<file path="src/rtl/cap_mode_pkg.sv">
package cap_mode_pkg;
  typedef enum logic [1:0] {
    LVL_U = 2'd0,
    LVL_S = 2'd1,
    LVL_M = 2'd3
  } lvl_e;

  localparam int ADDR_W       = 12;
  localparam logic [ADDR_W-1:0] ADDR_MSEC = 12'h747;
  localparam logic [ADDR_W-1:0] ADDR_MENV = 12'h30A;
  localparam logic [ADDR_W-1:0] ADDR_SENV = 12'h10A;
  localparam int MSEC_CME_BIT = 3;
  localparam int ENV_CME_BIT  = 28;
  localparam int ENV_CRE_BIT  = 29;

  // reserved code 2 behaves as the least privileged level
  function automatic lvl_e to_lvl(logic [1:0] code);
    case (code)
      2'd3:    return LVL_M;
      2'd1:    return LVL_S;
      default: return LVL_U;
    endcase
  endfunction
endpackage

</file>
<file path="src/rtl/cap_cfg_regs.sv">
module cap_cfg_regs
  import cap_mode_pkg::*;
#(
  parameter int XLEN = 64
) (
  input  logic              clk_i,
  input  logic              rst_ni,
  input  logic              wr_msec_i,
  input  logic              wr_menv_i,
  input  logic              wr_senv_i,
  input  logic              wd_msec_cme_i,
  input  logic              wd_cme_i,
  input  logic              wd_cre_i,
  input  logic              rd_req_i,
  input  logic [ADDR_W-1:0] rd_addr_i,
  output logic              msec_cme_o,
  output logic              menv_cme_o,
  output logic              menv_cre_o,
  output logic              senv_cme_o,
  output logic              senv_cre_o,
  output logic [XLEN-1:0]   rdata_o
);
  logic msec_cme_q, menv_cme_q, menv_cre_q, senv_cme_q, senv_cre_q;
  logic msec_cme_d, menv_cme_d, menv_cre_d, senv_cme_d, senv_cre_d;

  always_comb begin
    msec_cme_d = wr_msec_i ? wd_msec_cme_i : msec_cme_q;
    menv_cme_d = wr_menv_i ? wd_cme_i : menv_cme_q;
    menv_cre_d = wr_menv_i ? wd_cre_i : menv_cre_q;
    senv_cme_d = wr_senv_i ? wd_cme_i : senv_cme_q;
    // lower enable is held at zero by the one above it
    senv_cre_d = (wr_senv_i ? wd_cre_i : senv_cre_q) & menv_cre_d;
  end

  always_ff @(posedge clk_i or negedge rst_ni) begin
    if (!rst_ni) begin
      msec_cme_q <= 1'b0;
      menv_cme_q <= 1'b0;
      menv_cre_q <= 1'b0;
      senv_cme_q <= 1'b0;
      senv_cre_q <= 1'b0;
    end else begin
      msec_cme_q <= msec_cme_d;
      menv_cme_q <= menv_cme_d;
      menv_cre_q <= menv_cre_d;
      senv_cme_q <= senv_cme_d;
      senv_cre_q <= senv_cre_d;
    end
  end

  always_comb begin
    rdata_o = '0;
    if (rd_req_i) begin
      unique case (rd_addr_i)
        ADDR_MSEC: rdata_o[MSEC_CME_BIT] = msec_cme_q;
        ADDR_MENV: begin
          rdata_o[ENV_CME_BIT] = menv_cme_q;
          rdata_o[ENV_CRE_BIT] = menv_cre_q;
        end
        ADDR_SENV: begin
          rdata_o[ENV_CME_BIT] = senv_cme_q;
          rdata_o[ENV_CRE_BIT] = senv_cre_q;
        end
        default: rdata_o = '0;
      endcase
    end
  end

  assign msec_cme_o = msec_cme_q;
  assign menv_cme_o = menv_cme_q;
  assign menv_cre_o = menv_cre_q;
  assign senv_cme_o = senv_cme_q;
  assign senv_cre_o = senv_cre_q;
endmodule

</file>
<file path="src/rtl/cap_mode_sel.sv">
module cap_mode_sel
  import cap_mode_pkg::*;
#(
  parameter int XL_W     = 2,
  parameter int XL_MAX   = 2,
  parameter bit MODE_EXT = 1'b1
) (
  input  lvl_e            lvl_i,
  input  logic [XL_W-1:0] xl_m_i,
  input  logic [XL_W-1:0] xl_s_i,
  input  logic [XL_W-1:0] xl_u_i,
  input  logic            pcc_mode_i,
  input  logic            msec_cme_i,
  input  logic            menv_cme_i,
  input  logic            menv_cre_i,
  input  logic            senv_cme_i,
  input  logic            senv_cre_i,
  output logic            cap_mode_o,
  output logic            reg_en_o
);
  localparam logic [XL_W-1:0] XL_FULL = XL_W'(XL_MAX);

  logic [XL_W-1:0] xl_cur;
  logic            cme_cur, cre_cur, narrow, pcc_ok;

  always_comb begin
    unique case (lvl_i)
      LVL_M: begin xl_cur = xl_m_i; cme_cur = msec_cme_i; cre_cur = 1'b1;       end
      LVL_S: begin xl_cur = xl_s_i; cme_cur = menv_cme_i; cre_cur = menv_cre_i; end
      default: begin xl_cur = xl_u_i; cme_cur = senv_cme_i; cre_cur = senv_cre_i; end
    endcase
  end

  generate
    if (MODE_EXT) begin : g_pcc
      assign pcc_ok = pcc_mode_i;
    end else begin : g_no_pcc
      logic unused_pcc;
      assign unused_pcc = pcc_mode_i;
      assign pcc_ok     = 1'b1;
    end
  endgenerate

  assign narrow     = xl_cur < XL_FULL;
  assign reg_en_o   = cre_cur & ~narrow;
  assign cap_mode_o = reg_en_o & cme_cur & pcc_ok;
endmodule

</file>
<file path="src/rtl/cap_trap_chk.sv">
module cap_trap_chk
  import cap_mode_pkg::*;
(
  input  lvl_e              lvl_i,
  input  logic              csr_req_i,
  input  logic              csr_we_i,
  input  logic [ADDR_W-1:0] csr_addr_i,
  input  logic              csr_cap_i,
  input  logic              cap_insn_i,
  input  logic              reg_en_i,
  output logic              wr_msec_o,
  output logic              wr_menv_o,
  output logic              wr_senv_o,
  output logic              illegal_o
);
  logic wr, hit_msec, hit_menv, hit_senv, m_ok, s_ok, priv_bad, cap_bad;

  assign wr       = csr_req_i & csr_we_i;
  assign hit_msec = csr_addr_i == ADDR_MSEC;
  assign hit_menv = csr_addr_i == ADDR_MENV;
  assign hit_senv = csr_addr_i == ADDR_SENV;
  assign m_ok     = lvl_i == LVL_M;
  assign s_ok     = lvl_i != LVL_U;

  assign wr_msec_o = wr & hit_msec & m_ok;
  assign wr_menv_o = wr & hit_menv & m_ok;
  assign wr_senv_o = wr & hit_senv & s_ok;

  assign priv_bad = wr & (((hit_msec | hit_menv) & ~m_ok) | (hit_senv & ~s_ok));
  assign cap_bad  = ~reg_en_i & (cap_insn_i | (csr_req_i & csr_cap_i));
  assign illegal_o = priv_bad | cap_bad;
endmodule

</file>
<file path="src/rtl/cap_mode_ctrl.sv">
module cap_mode_ctrl
  import cap_mode_pkg::*;
#(
  parameter int XLEN     = 64,
  parameter int XL_W     = 2,
  parameter int XL_MAX   = 2,
  parameter bit MODE_EXT = 1'b1
) (
  input  logic              clk_i,
  input  logic              rst_ni,
  input  logic [1:0]        priv_i,
  input  logic [XL_W-1:0]   xl_m_i,
  input  logic [XL_W-1:0]   xl_s_i,
  input  logic [XL_W-1:0]   xl_u_i,
  input  logic              pcc_mode_i,
  input  logic              cap_insn_i,
  input  logic              csr_req_i,
  input  logic              csr_we_i,
  input  logic [ADDR_W-1:0] csr_addr_i,
  input  logic              csr_cap_i,
  input  logic [XLEN-1:0]   csr_wdata_i,
  output logic [XLEN-1:0]   csr_rdata_o,
  output logic              cap_mode_o,
  output logic              reg_en_o,
  output logic              illegal_o
);
  lvl_e lvl;
  logic wr_msec, wr_menv, wr_senv;
  logic msec_cme, menv_cme, menv_cre, senv_cme, senv_cre;
  logic unused_wdata;

  assign lvl          = to_lvl(priv_i);
  assign unused_wdata = ^csr_wdata_i;

  cap_cfg_regs #(.XLEN(XLEN)) u_regs (
    .clk_i         (clk_i),
    .rst_ni        (rst_ni),
    .wr_msec_i     (wr_msec),
    .wr_menv_i     (wr_menv),
    .wr_senv_i     (wr_senv),
    .wd_msec_cme_i (csr_wdata_i[MSEC_CME_BIT]),
    .wd_cme_i      (csr_wdata_i[ENV_CME_BIT]),
    .wd_cre_i      (csr_wdata_i[ENV_CRE_BIT]),
    .rd_req_i      (csr_req_i),
    .rd_addr_i     (csr_addr_i),
    .msec_cme_o    (msec_cme),
    .menv_cme_o    (menv_cme),
    .menv_cre_o    (menv_cre),
    .senv_cme_o    (senv_cme),
    .senv_cre_o    (senv_cre),
    .rdata_o       (csr_rdata_o)
  );

  cap_mode_sel #(.XL_W(XL_W), .XL_MAX(XL_MAX), .MODE_EXT(MODE_EXT)) u_sel (
    .lvl_i      (lvl),
    .xl_m_i     (xl_m_i),
    .xl_s_i     (xl_s_i),
    .xl_u_i     (xl_u_i),
    .pcc_mode_i (pcc_mode_i),
    .msec_cme_i (msec_cme),
    .menv_cme_i (menv_cme),
    .menv_cre_i (menv_cre),
    .senv_cme_i (senv_cme),
    .senv_cre_i (senv_cre),
    .cap_mode_o (cap_mode_o),
    .reg_en_o   (reg_en_o)
  );

  cap_trap_chk u_trap (
    .lvl_i      (lvl),
    .csr_req_i  (csr_req_i),
    .csr_we_i   (csr_we_i),
    .csr_addr_i (csr_addr_i),
    .csr_cap_i  (csr_cap_i),
    .cap_insn_i (cap_insn_i),
    .reg_en_i   (reg_en_o),
    .wr_msec_o  (wr_msec),
    .wr_menv_o  (wr_menv),
    .wr_senv_o  (wr_senv),
    .illegal_o  (illegal_o)
  );
endmodule

</file>
<file path="config.mk">
export PLATFORM = sky130hd
export DESIGN_NAME = cap_mode_ctrl
export DESIGN_NICKNAME = d
export VERILOG_FILES = /design/src/rtl/cap_mode_pkg.sv /design/src/rtl/cap_cfg_regs.sv /design/src/rtl/cap_mode_sel.sv /design/src/rtl/cap_trap_chk.sv /design/src/rtl/cap_mode_ctrl.sv
export SDC_FILE = /design/constraint.sdc
export NUM_CORES = 1
export LEC_CHECK = 0
export ABC_CLOCK_PERIOD_IN_PS = 1200
export BUFFER_PORTS_ARGS = -buffer_cell sky130_fd_sc_hd__clkbuf_2
export CAP_MARGIN = 5
export CORE_ASPECT_RATIO = 0.6
export CORE_MARGIN = 8
export CORE_UTILIZATION = 28
export DETAILED_ROUTE_END_ITERATION = 10
export PLACE_DENSITY = 0.81
export SLEW_MARGIN = 5
export SYNTH_ARGS = -nofsm -noshare
export SYNTH_HDL_FRONTEND = slang
export SYNTH_HIERARCHICAL = 1
export SYNTH_SLANG_ARGS = --single-unit
export TNS_END_PERCENT = 30
</file>
<file path="constraint.sdc">
create_clock -name clk_i -period 1.2 [get_ports clk_i]
set_input_delay 0.18 -clock clk_i [delete_from_list [all_inputs] [get_ports clk_i]]
set_output_delay 0.18 -clock clk_i [all_outputs]
set_load 0.05 [all_outputs]
</file>
# Yosys cells after proc, flatten, opt, wreduce, memory -nomap -nowiden
# Index checks and enable logic that the tools add are counted.
# totals
regBits,5
input_bits,91
wordCells,47
# op_classes
n_lt_le_gt_ge,1
eq_ne,7
n_mux,9
bitwise,24
reduce_logical,1
# op_table
cell,n
two-way mux 30 bit,1
bitwise AND 1 bit,16
== test 12 x 10 -> 1 bit (second input constant),1
== test 12 x 11 -> 1 bit (second input constant),1
== test 12 x 9 -> 1 bit (second input constant),1
one-hot mux 2 bit (2 select lines),3
== test 2 x 1 -> 1 bit (second input constant),2
== test 2 bit (second input constant),2
inverter 1 bit,4
bitwise OR 1 bit,4
one-hot mux 1 bit (2 select lines),2
two-way mux 1 bit,3
less-than comparator 2 bit (second input constant),1
nonzero test 2 bit,1

# Depth between registers and ports, before layout
# Gate-level depths: netlist of run 1.
# depth
ltp_word,10
mapped_depth,6
mapped_depth_nobuf,6

# Modules after synthesis
# Netlist of run 1, hierarchy kept.
# modules_own_cells
module,instances,cells_each,area_per_inst_um2,seq_area_each_um2
cap_cfg_regs,1,85,753.2,125.1
cap_trap_chk,1,23,137.6,0.0
cap_mode_sel,1,8,66.3,0.0
cap_mode_ctrl,1,2,10.0,0.0

# Least setup slack after synthesis of run 1
# OpenSTA, ideal clock, no wires.
# synth_timing
path_type,input to output
start,input priv_i[1]
end,output cap_mode_o
arrival_time_ns,1.714
t_required_ns,1.020
setup_slack_ns,-0.694
cell_stages,4
path_buffers,0
path_cell_list,and2_1 -> nand3b_4 -> a31oi_2 -> and3_1
# synth_via
elab_chain_len,9
word_cells_on_any_way,13
# synth_lines
element,line,text
"start, declared",cap_mode_ctrl.sv:11,"input logic [1:0] priv_i,"
== test 2 x 1 -> 1 bit or == test 2 bit (tied branches),cap_mode_pkg.sv:18,case (code)
one-hot mux 2 bit (2 select lines) (*),cap_mode_pkg.sv:18,
== test 2 x 1 -> 1 bit or == test 2 bit (tied branches),cap_mode_sel.sv:27,unique case (lvl_i)
one-hot mux 2 bit (2 select lines),cap_mode_sel.sv:27,
less-than comparator 2 bit,cap_mode_sel.sv:44,assign narrow = xl_cur < XL_FULL;
inverter 1 bit,cap_mode_sel.sv:45,assign reg_en_o = cre_cur & ~narrow;
bitwise AND 1 bit (*),cap_mode_sel.sv:45,
net reg_en_o,cap_mode_ctrl.sv:24,"output logic reg_en_o,"
bitwise AND 1 bit (*) (2 in a row),cap_mode_sel.sv:46,assign cap_mode_o = reg_en_o & cme_cur & pcc_ok;
"end, declared",cap_mode_ctrl.sv:23,"output logic cap_mode_o,"
# The timed path passes the listed nets; every way through them passes the cells marked *.

# Final worst setup path of run 1
# layout_timing
start,register u_regs.menv_cre_q (netlist: u_regs/menv_cre_o)
end,output illegal_o
# layout_via
elab_chain_len,5
# layout_lines
element,line,text
"start, declared",cap_cfg_regs.sv:23,"logic msec_cme_q, menv_cme_q, menv_cre_q, senv_cme_q, senv_cre_q;"
"start signal, assigned",cap_cfg_regs.sv:45,menv_cre_q <= menv_cre_d;
one-hot mux 1 bit (2 select lines),cap_mode_sel.sv:27,
bitwise AND 1 bit,cap_mode_sel.sv:45,
inverter 1 bit,cap_trap_chk.sv:30,assign cap_bad = ~reg_en_i & (cap_insn_i | (csr_req_i & csr_cap_i));
bitwise AND 1 bit,cap_trap_chk.sv:30,
bitwise OR 1 bit,cap_trap_chk.sv:31,assign illegal_o = priv_bad | cap_bad;
"end, declared",cap_mode_ctrl.sv:25,output logic illegal_o
# Every way passes these cells.

==> summary.txt, run 1 <==
Clock tree
  – H-tree levels: 1
  – Clk root buf: clkbuf_8
  – Clock Latency Late Sink: 0.23 ns
  – Total CTS buffers: 3
  – Num Clock Sinks: 5
  – Clk buf depth: 2
  – TritonCTS clock tree: yes
  – Clock slew at reported path FFs: about 0.04 ns

GRT
  – GR peak layer: met2
  – Met1 Use GR: 7.842%
  – Initial antenna violation count: 0
  – Global Route Usage Sum: 7.763%
  – M2 GR Usage: about 14%
  – Largest net degree at the start of global routing: 6
  – Met3 usage: between 4 and 5%
  – Grt ovf: 0
  – Number of global-route vias before repair: 698
  – First-pass GRT wire length: 3429 um

Power and ir drop
  – Maximum VDD drop: 0.3294 mV
  – P_leak: between 0.6 and 0.7 nW
  – Power per cell area: 854.6 mW/mm2

Yosys
  – Post-synthesis sequential area ratio: 12.94%
  – Top_reg_cell synth: dfrtp_1
  – EDFF count, synth: 0
  – Mapped Cells: 118
  – Syn avg cell area: 8.196 um2
  – Yosys warnings: 6
  – Post-synth cell types: 29
  – Post-synthesis cell area: 967.2 um2
  – Seq cells post-synth: 5
  – Ys async rst share: 100.0%

Final layout
  – Fillcell total: 358
  – N_diodes: 0
  – Most frequent cells in the layout: conb_1 (61), clkbuf_2 (26), buf_4 (16)
  – Synthesis-to-finish area growth: 34.54%
  – Non-filler cells in the finished layout: approximately 220
  – Layout cells sized above 1: 45.29%
  – Most common cell after layout, fill and taps aside: conb_1
  – Reg area: 125.1 um2
  – Multi-input logic area: 679.4 um2
  – Final net count: 262

Place
  – DP HPWL: ~2300 um
  – Placed insts: 208
  – Worst slack at placement: -0.5156 ns
  – PortBufs: 32
  – Global placer's final weighted congestion: between 0.8 and 0.9

Route
  – Vias per inst: 3.600
  – DR pass1 iterations: 3
  – Starting DRC count in detailed routing: 21
  – Post-DRT Antenna Nets: 0
  – Via count: a little under 800
  – Drt drc: 0
  – Final WL: ~2500 um
  – WL/cell: 11.70 um

Timing
  – Fmax: 680.1 MHz
  – RSZ-0062 raised after global routing: yes
  – Post-layout worst setup margin: -0.2703 ns
  – Final Cycle Share: 122.5%
  – Max Slew Vio Count: 0
  – Tmin final: around 1.5 ns
  – Final Hold Fails: 0
  – Final setup viols: 11
  – Clock Skews: 0.00005712 ns

Floorplan
  – Ports: 158
  – Cell row count: 16
  – Die H: 61.53 um
  – Die Width: 91.88 um
  – Initial core utilization: between 20 and 30%
  – Die area: between 0.005 and 0.006 mm2
  – Core box area: 0.003283 mm2

Worst setup path
  – Worst Setup End Kind: primary output
  – Crit path required time: 1.02 ns
  – Type of origin of the critical path: flip-flop
  – CP arrival: 1.29 ns
  – Crit path max fanout: 3
  – Worst setup path category: reg2out

Worst hold path
  – HP Class: in2reg

Outcome
  – Failing checks: setup timing
  – Status: finished with violations

Run
  – Number of max-cap violations: 0
Yosys cell counts (all sizes together), types with 2 or more instances:
master	count	area, um2
a21oi	5	25.02
and2	2	12.51
buf	61	457.9
dfrtp	5	125.1
mux2	5	56.30
mux2i	3	30.03
nand2	3	11.26
nand3	2	10.01
nand3b	2	27.53
nand4	2	12.51
nand4b	2	17.52
nor2	10	37.54
nor3	2	15.01
nor3b	2	20.02
nor4b	2	38.78
state kept, by name (all words and copies together), names as in the netlist:
| register | flops |
|---|---|
| u_regs/menv_cme_o | 1 |
| u_regs/menv_cre_o | 1 |
| u_regs/msec_cme_o | 1 |
| u_regs/senv_cme_o | 1 |
| u_regs/senv_cre_o | 1 |
final timing paths:
check | startpoint | end | slack (ns) | depth (start not counted)
setup reg to reg | u_regs/menv_cre_o | u_regs/senv_cre_o | 0.05 | 4
hold reg to reg | u_regs/menv_cme_o | u_regs/menv_cme_o | 0.56 | 1
setup / recovery | u_regs/menv_cre_o | illegal_o | -0.27 | 6
max in group asynchronous | rst_ni | u_regs/msec_cme_o | 0.74 | 2
min in group asynchronous | rst_ni | u_regs/senv_cre_o | 0.32 | 2
hold / removal | csr_wdata_i[3] | u_regs/msec_cme_o | 0.20 | 2
layout make-up:
type / instances / area share (%)
Timing Repair Buffer: 50 / 30.10
Sequential cell: 5 / 9.615
Multi-Input combinational cell: 110 / 52.21
Inverter: 1 / 0.2885
Tap cell: 45 / 4.327
Clock buffer: 4 / 3.462
layer usage:
metal	share of wire, %	up-vias
li1	-	376
met1	33	359
met2	54	35
met3	12	4
met4	1.0	0
met5	0	-
critical path, stage by stage (launching register included):
cell	delay [ns]
dfrtp_1	0.37
nand3b_4	0.09
a31oi_4	0.17
nor2_2	0.05
a21oi_2	0.14
o21ai_4	0.08
buf_12	0.15
where the power goes:
group	leakage, nW	switching (mW)	internal [mW]
Clock	0.0228	0.0902	0.229
Combinational	0.604	0.515	0.108
Sequential	0.0699	0.0000936	0.170
what timing repair did:
item | CTS | global route
hold endpoints to repair | 5 | 0
pin swaps | 7 | 5
hold buffers | 1 | 0
endpoints found under the setup margin | 11 | 11
buffers inserted | 2 | 0
resized for setup | 7 | 6
through the flow:
step / setup TNS [ns] / total power [mW] / instance area (um2) / hold slack, ns / util (%)
after floorplan: -1.926 / 0.8125 / 1227 / -0.1156 / -
after global placement: -2.879 / 0.7735 / 1184 / 0.001284 / 36.05
after detailed placement: -3.097 / 0.7763 / 1184 / 0.007647 / 36.05
after CTS: -1.933 / 1.106 / 1279 / 0.1935 / 38.95
after global routing: -2.598 / 1.157 / 1301 / 0.2036 / 39.63
final: -1.869 / 1.112 / 1301 / 0.1968 / 39.63
logic make-up after synthesis:
family | after synthesis | share of synthesized area [%]
AOI/OAI and AO/OA | 7 | 4.397
buffers and inverters | 63 | 48.12
DFF | 5 | 12.94
muxes | 8 | 8.926
other | 1 | 0.3877
and+or+nand+nor | 34 | 25.23
No activity file was read; power rests on OpenSTA's default activity.
==> run 2: changes to the inputs <==
Settings changed: CAP_MARGIN 5 to 20, CORE_UTILIZATION 28 to 29, CTS_BUF_LIST set to sky130_fd_sc_hd__clkbuf_8, PLACE_DENSITY 0.81 to 0.83.
==> run 2 against run 1 <==
Net effect:
- the flow still finishes with violations (setup timing)
- sequential cell count unchanged
- cell count increased by 0.47%
- register-to-register slack got worse by 0.05 ns
- maximum frequency decreased by 0.84%
- clock skew about the same
- global-route usage increased by 0.93 points
- count of clock-buffer cells in the layout decreased by 1
- critical path type unchanged
- highest routed layer unchanged
==> summary.txt, run 2 (same netlist as run 1, synthesis figures left out) <==
Worst setup path
  – Crit path max fanout: 3 (unchanged)
  – Reg2reg start: u_regs/menv_cre_o
  – Worst setup path startpoint: u_regs/menv_cre_o
  – Type of origin of the critical path: flip-flop
  – Worst setup path category: reg2out
  – Crit path required time: 1.02 ns (about the same)
  – CP arrival: 1.30 ns (about the same)
  – Slowest library cell on the worst path: dfrtp_1
  – Worst Setup End Kind: primary output
  – Crit path largest cell delay: 0.39 ns (+0.02 ns)
  – Cell chain of the critical path: nand3b_4 -> a31oi_4 -> nor2_2 -> a21oi_2 -> o21ai_4 -> buf_12

GRT
  – Largest net degree at the start of global routing: 6 (unchanged)
  – First-pass GRT wire length: 3815 um (+11%)
  – Global Route Usage Sum: 8.693% (+0.93 points)
  – Number of global-route vias before repair: 798 (+14%)
  – Initial antenna violation count: 0 (unchanged)
  – Grt ovf: 0 (unchanged)

Worst hold path
  – HP Class: in2reg
  – HP Start: csr_wdata_i[3]

Power and ir drop
  – Comb pwr share: 57.2% (+1.1 points)
  – Switch share: 54.50% (about the same)
  – Power per cell area: 839.9 mW/mm2 (-1.7%)
  – P_leak: 0.6991 nW (+0.40%)
  – Clock power share: 27.5% (-1.2 points)
  – P_sw: 605.4 uW (about the same)
  – Maximum VDD drop: 0.3559 mV (+8.0%)
  – Internal: 505.4 uW (-0.17%)
  – Seq pwr share: 15.3% (about the same)

Place
  – DP HPWL: 2271 um (about the same)
  – PortBufs: 32 (unchanged)
  – Placed insts: 209 (+0.48%)
  – Global placer's final weighted congestion: 0.8065 (-1.2%)

Route
  – DR pass1 iterations: 4 (+1)
  – Post-DRT Antenna Nets: 0 (unchanged)
  – Drt drc: 0 (unchanged)
  – Vias per inst: 3.588 (-0.33%)
  – Starting DRC count in detailed routing: 11 (-48%)
  – WL/cell: 12.00 um (+2.6%)
  – Via count: 775 (+0.13%)
  – Final WL: 2593 um (+3.1%)

Timing
  – Final Hold Fails: 0 (unchanged)
  – Fmax: 674.4 MHz (-0.84%)
  – Clock Skews: 0.000009784 ns (-0.00004734 ns)
  – Max Slew Vio Count: 0 (unchanged)
  – Post-layout worst setup margin: -0.2827 ns (-0.01239 ns)
  – RSZ-0062 raised after global routing: yes
  – Tmin final: 1.483 ns (+0.01239 ns)
  – Final Cycle Share: 123.6% (+1.0 points)
  – Final setup viols: 11 (unchanged)

Floorplan
  – Ports: 158 (unchanged)
  – Initial core utilization: 30.01% (+0.55 points)
  – Die H: 60.74 um (-1.3%)
  – Die area: 0.005500 mm2 (-2.7%)
  – Cell row count: 16 (unchanged)
  – Core box area: 0.003223 mm2 (-1.8%)
  – Die Width: 90.56 um (-1.4%)

Final layout
  – Fillcell total: 335 (-6.4%)
  – Final core utilization: 41.03% (+1.4 points)
  – Layout cells sized above 1: 45.61% (+0.32 points)
  – Most common cell after layout, fill and taps aside: conb_1
  – Final net count: 263 (+0.38%)
  – Synthesis-to-finish area growth: 36.74%
  – Non-filler cells in the finished layout: 216 (+0.47%)
  – Most frequent cells in the layout: conb_1 (61), clkbuf_2 (25), buf_4 (17)
  – N_diodes: 0 (unchanged)

Clock tree
  – TritonCTS clock tree: yes
  – Clk root buf: clkbuf_8
  – Clk buf depth: 2 (unchanged)
  – Clock slew at reported path FFs: 0.04 ns (about the same)
  – Clock Latency Late Sink: 0.22 ns (about the same)
  – H-tree levels: 1 (unchanged)
  – Total CTS buffers: 3 (unchanged)
  – Num Clock Sinks: 5 (unchanged)

Run
  – Number of max-cap violations: 0 (unchanged)

Outcome
  – Failing checks: setup timing
  – Status: finished with violations
==> run 2: what timing repair did <==
action / CTS / global route
gates resized for setup: 12 / 5
pin swaps: 12 / 5
buffers inserted: 1 / 1
hold buffers: 1 / 0
setup endpoints to repair: 11 / 11
endpoints found under the hold margin: 5 / 0
==> run 2: power groups by stage <==
stage / clock (mW) / combinational [mW] / sequential, mW
floorplan: 0 / 0.641 / 0.172
global placement: 0 / 0.604 / 0.172
detailed placement: 0 / 0.607 / 0.172
CTS: 0.311 / 0.622 / 0.170
global route: 0.340 / 0.662 / 0.170
finish: 0.306 / 0.635 / 0.170
==> run 2: critical path: cells and delay by family, from the launching register on <==
kind / cells / cell delay [ns]
AO/OA/AOI/OAI: 3 / 0.39
flip-flops: 1 / 0.39
AND/OR/NAND/NOR: 2 / 0.15
buffers and inverters: 1 / 0.15
==> run 2: layout make-up <==
type	count	area [um2]	share of cell area, %
flip-flops and latches	5	125.1	9.461
repair buffers	51	405.4	30.65
clock inverters	1	3.754	0.2838
well taps	45	56.30	4.257
inverters	1	3.754	0.2838
clock buffers	3	41.29	3.122
multi-input cells	110	686.9	51.94
==> run 2: metal layers <==
layer | track usage (%) | share of wire, % | wire [um]
met4 | 2.817 | 0.46 | 12
met2 | 16.75 | 57 | 1481
met1 | 7.709 | 32 | 819
met5 | 0 | 0 | 0
met3 | 5.062 | 11 | 279
==> run 2: final timing paths <==
| path | slack (ns) | cells after the start | end |
|---|---|---|---|
| hold reg to reg | 0.54 | 1 | u_regs/menv_cme_o |
| min in group asynchronous | 0.32 | 2 | u_regs/menv_cme_o |
| hold / removal | 0.20 | 2 | u_regs/msec_cme_o |
| setup reg to reg | 0 | 4 | u_regs/senv_cre_o |
| max in group asynchronous | 0.74 | 2 | u_regs/senv_cme_o |
| setup / recovery | -0.28 | 6 | illegal_o |
==> run 2: per-stage QoR <==
stage	worst slack, ns	hold slack, ns	power [mW]	area, um2	TNS, ns
after floorplan	-0.2984	-0.1156	0.8125	1227	-1.926
after global placement	-0.4775	0.0004645	0.7761	1191	-2.918
after detailed placement	-0.5500	0.008796	0.7784	1191	-3.139
after CTS	-0.2911	0.1994	1.103	1301	-2.014
after global routing	-0.3586	0.1989	1.172	1323	-2.627
final	-0.2827	0.2033	1.111	1323	-2.063
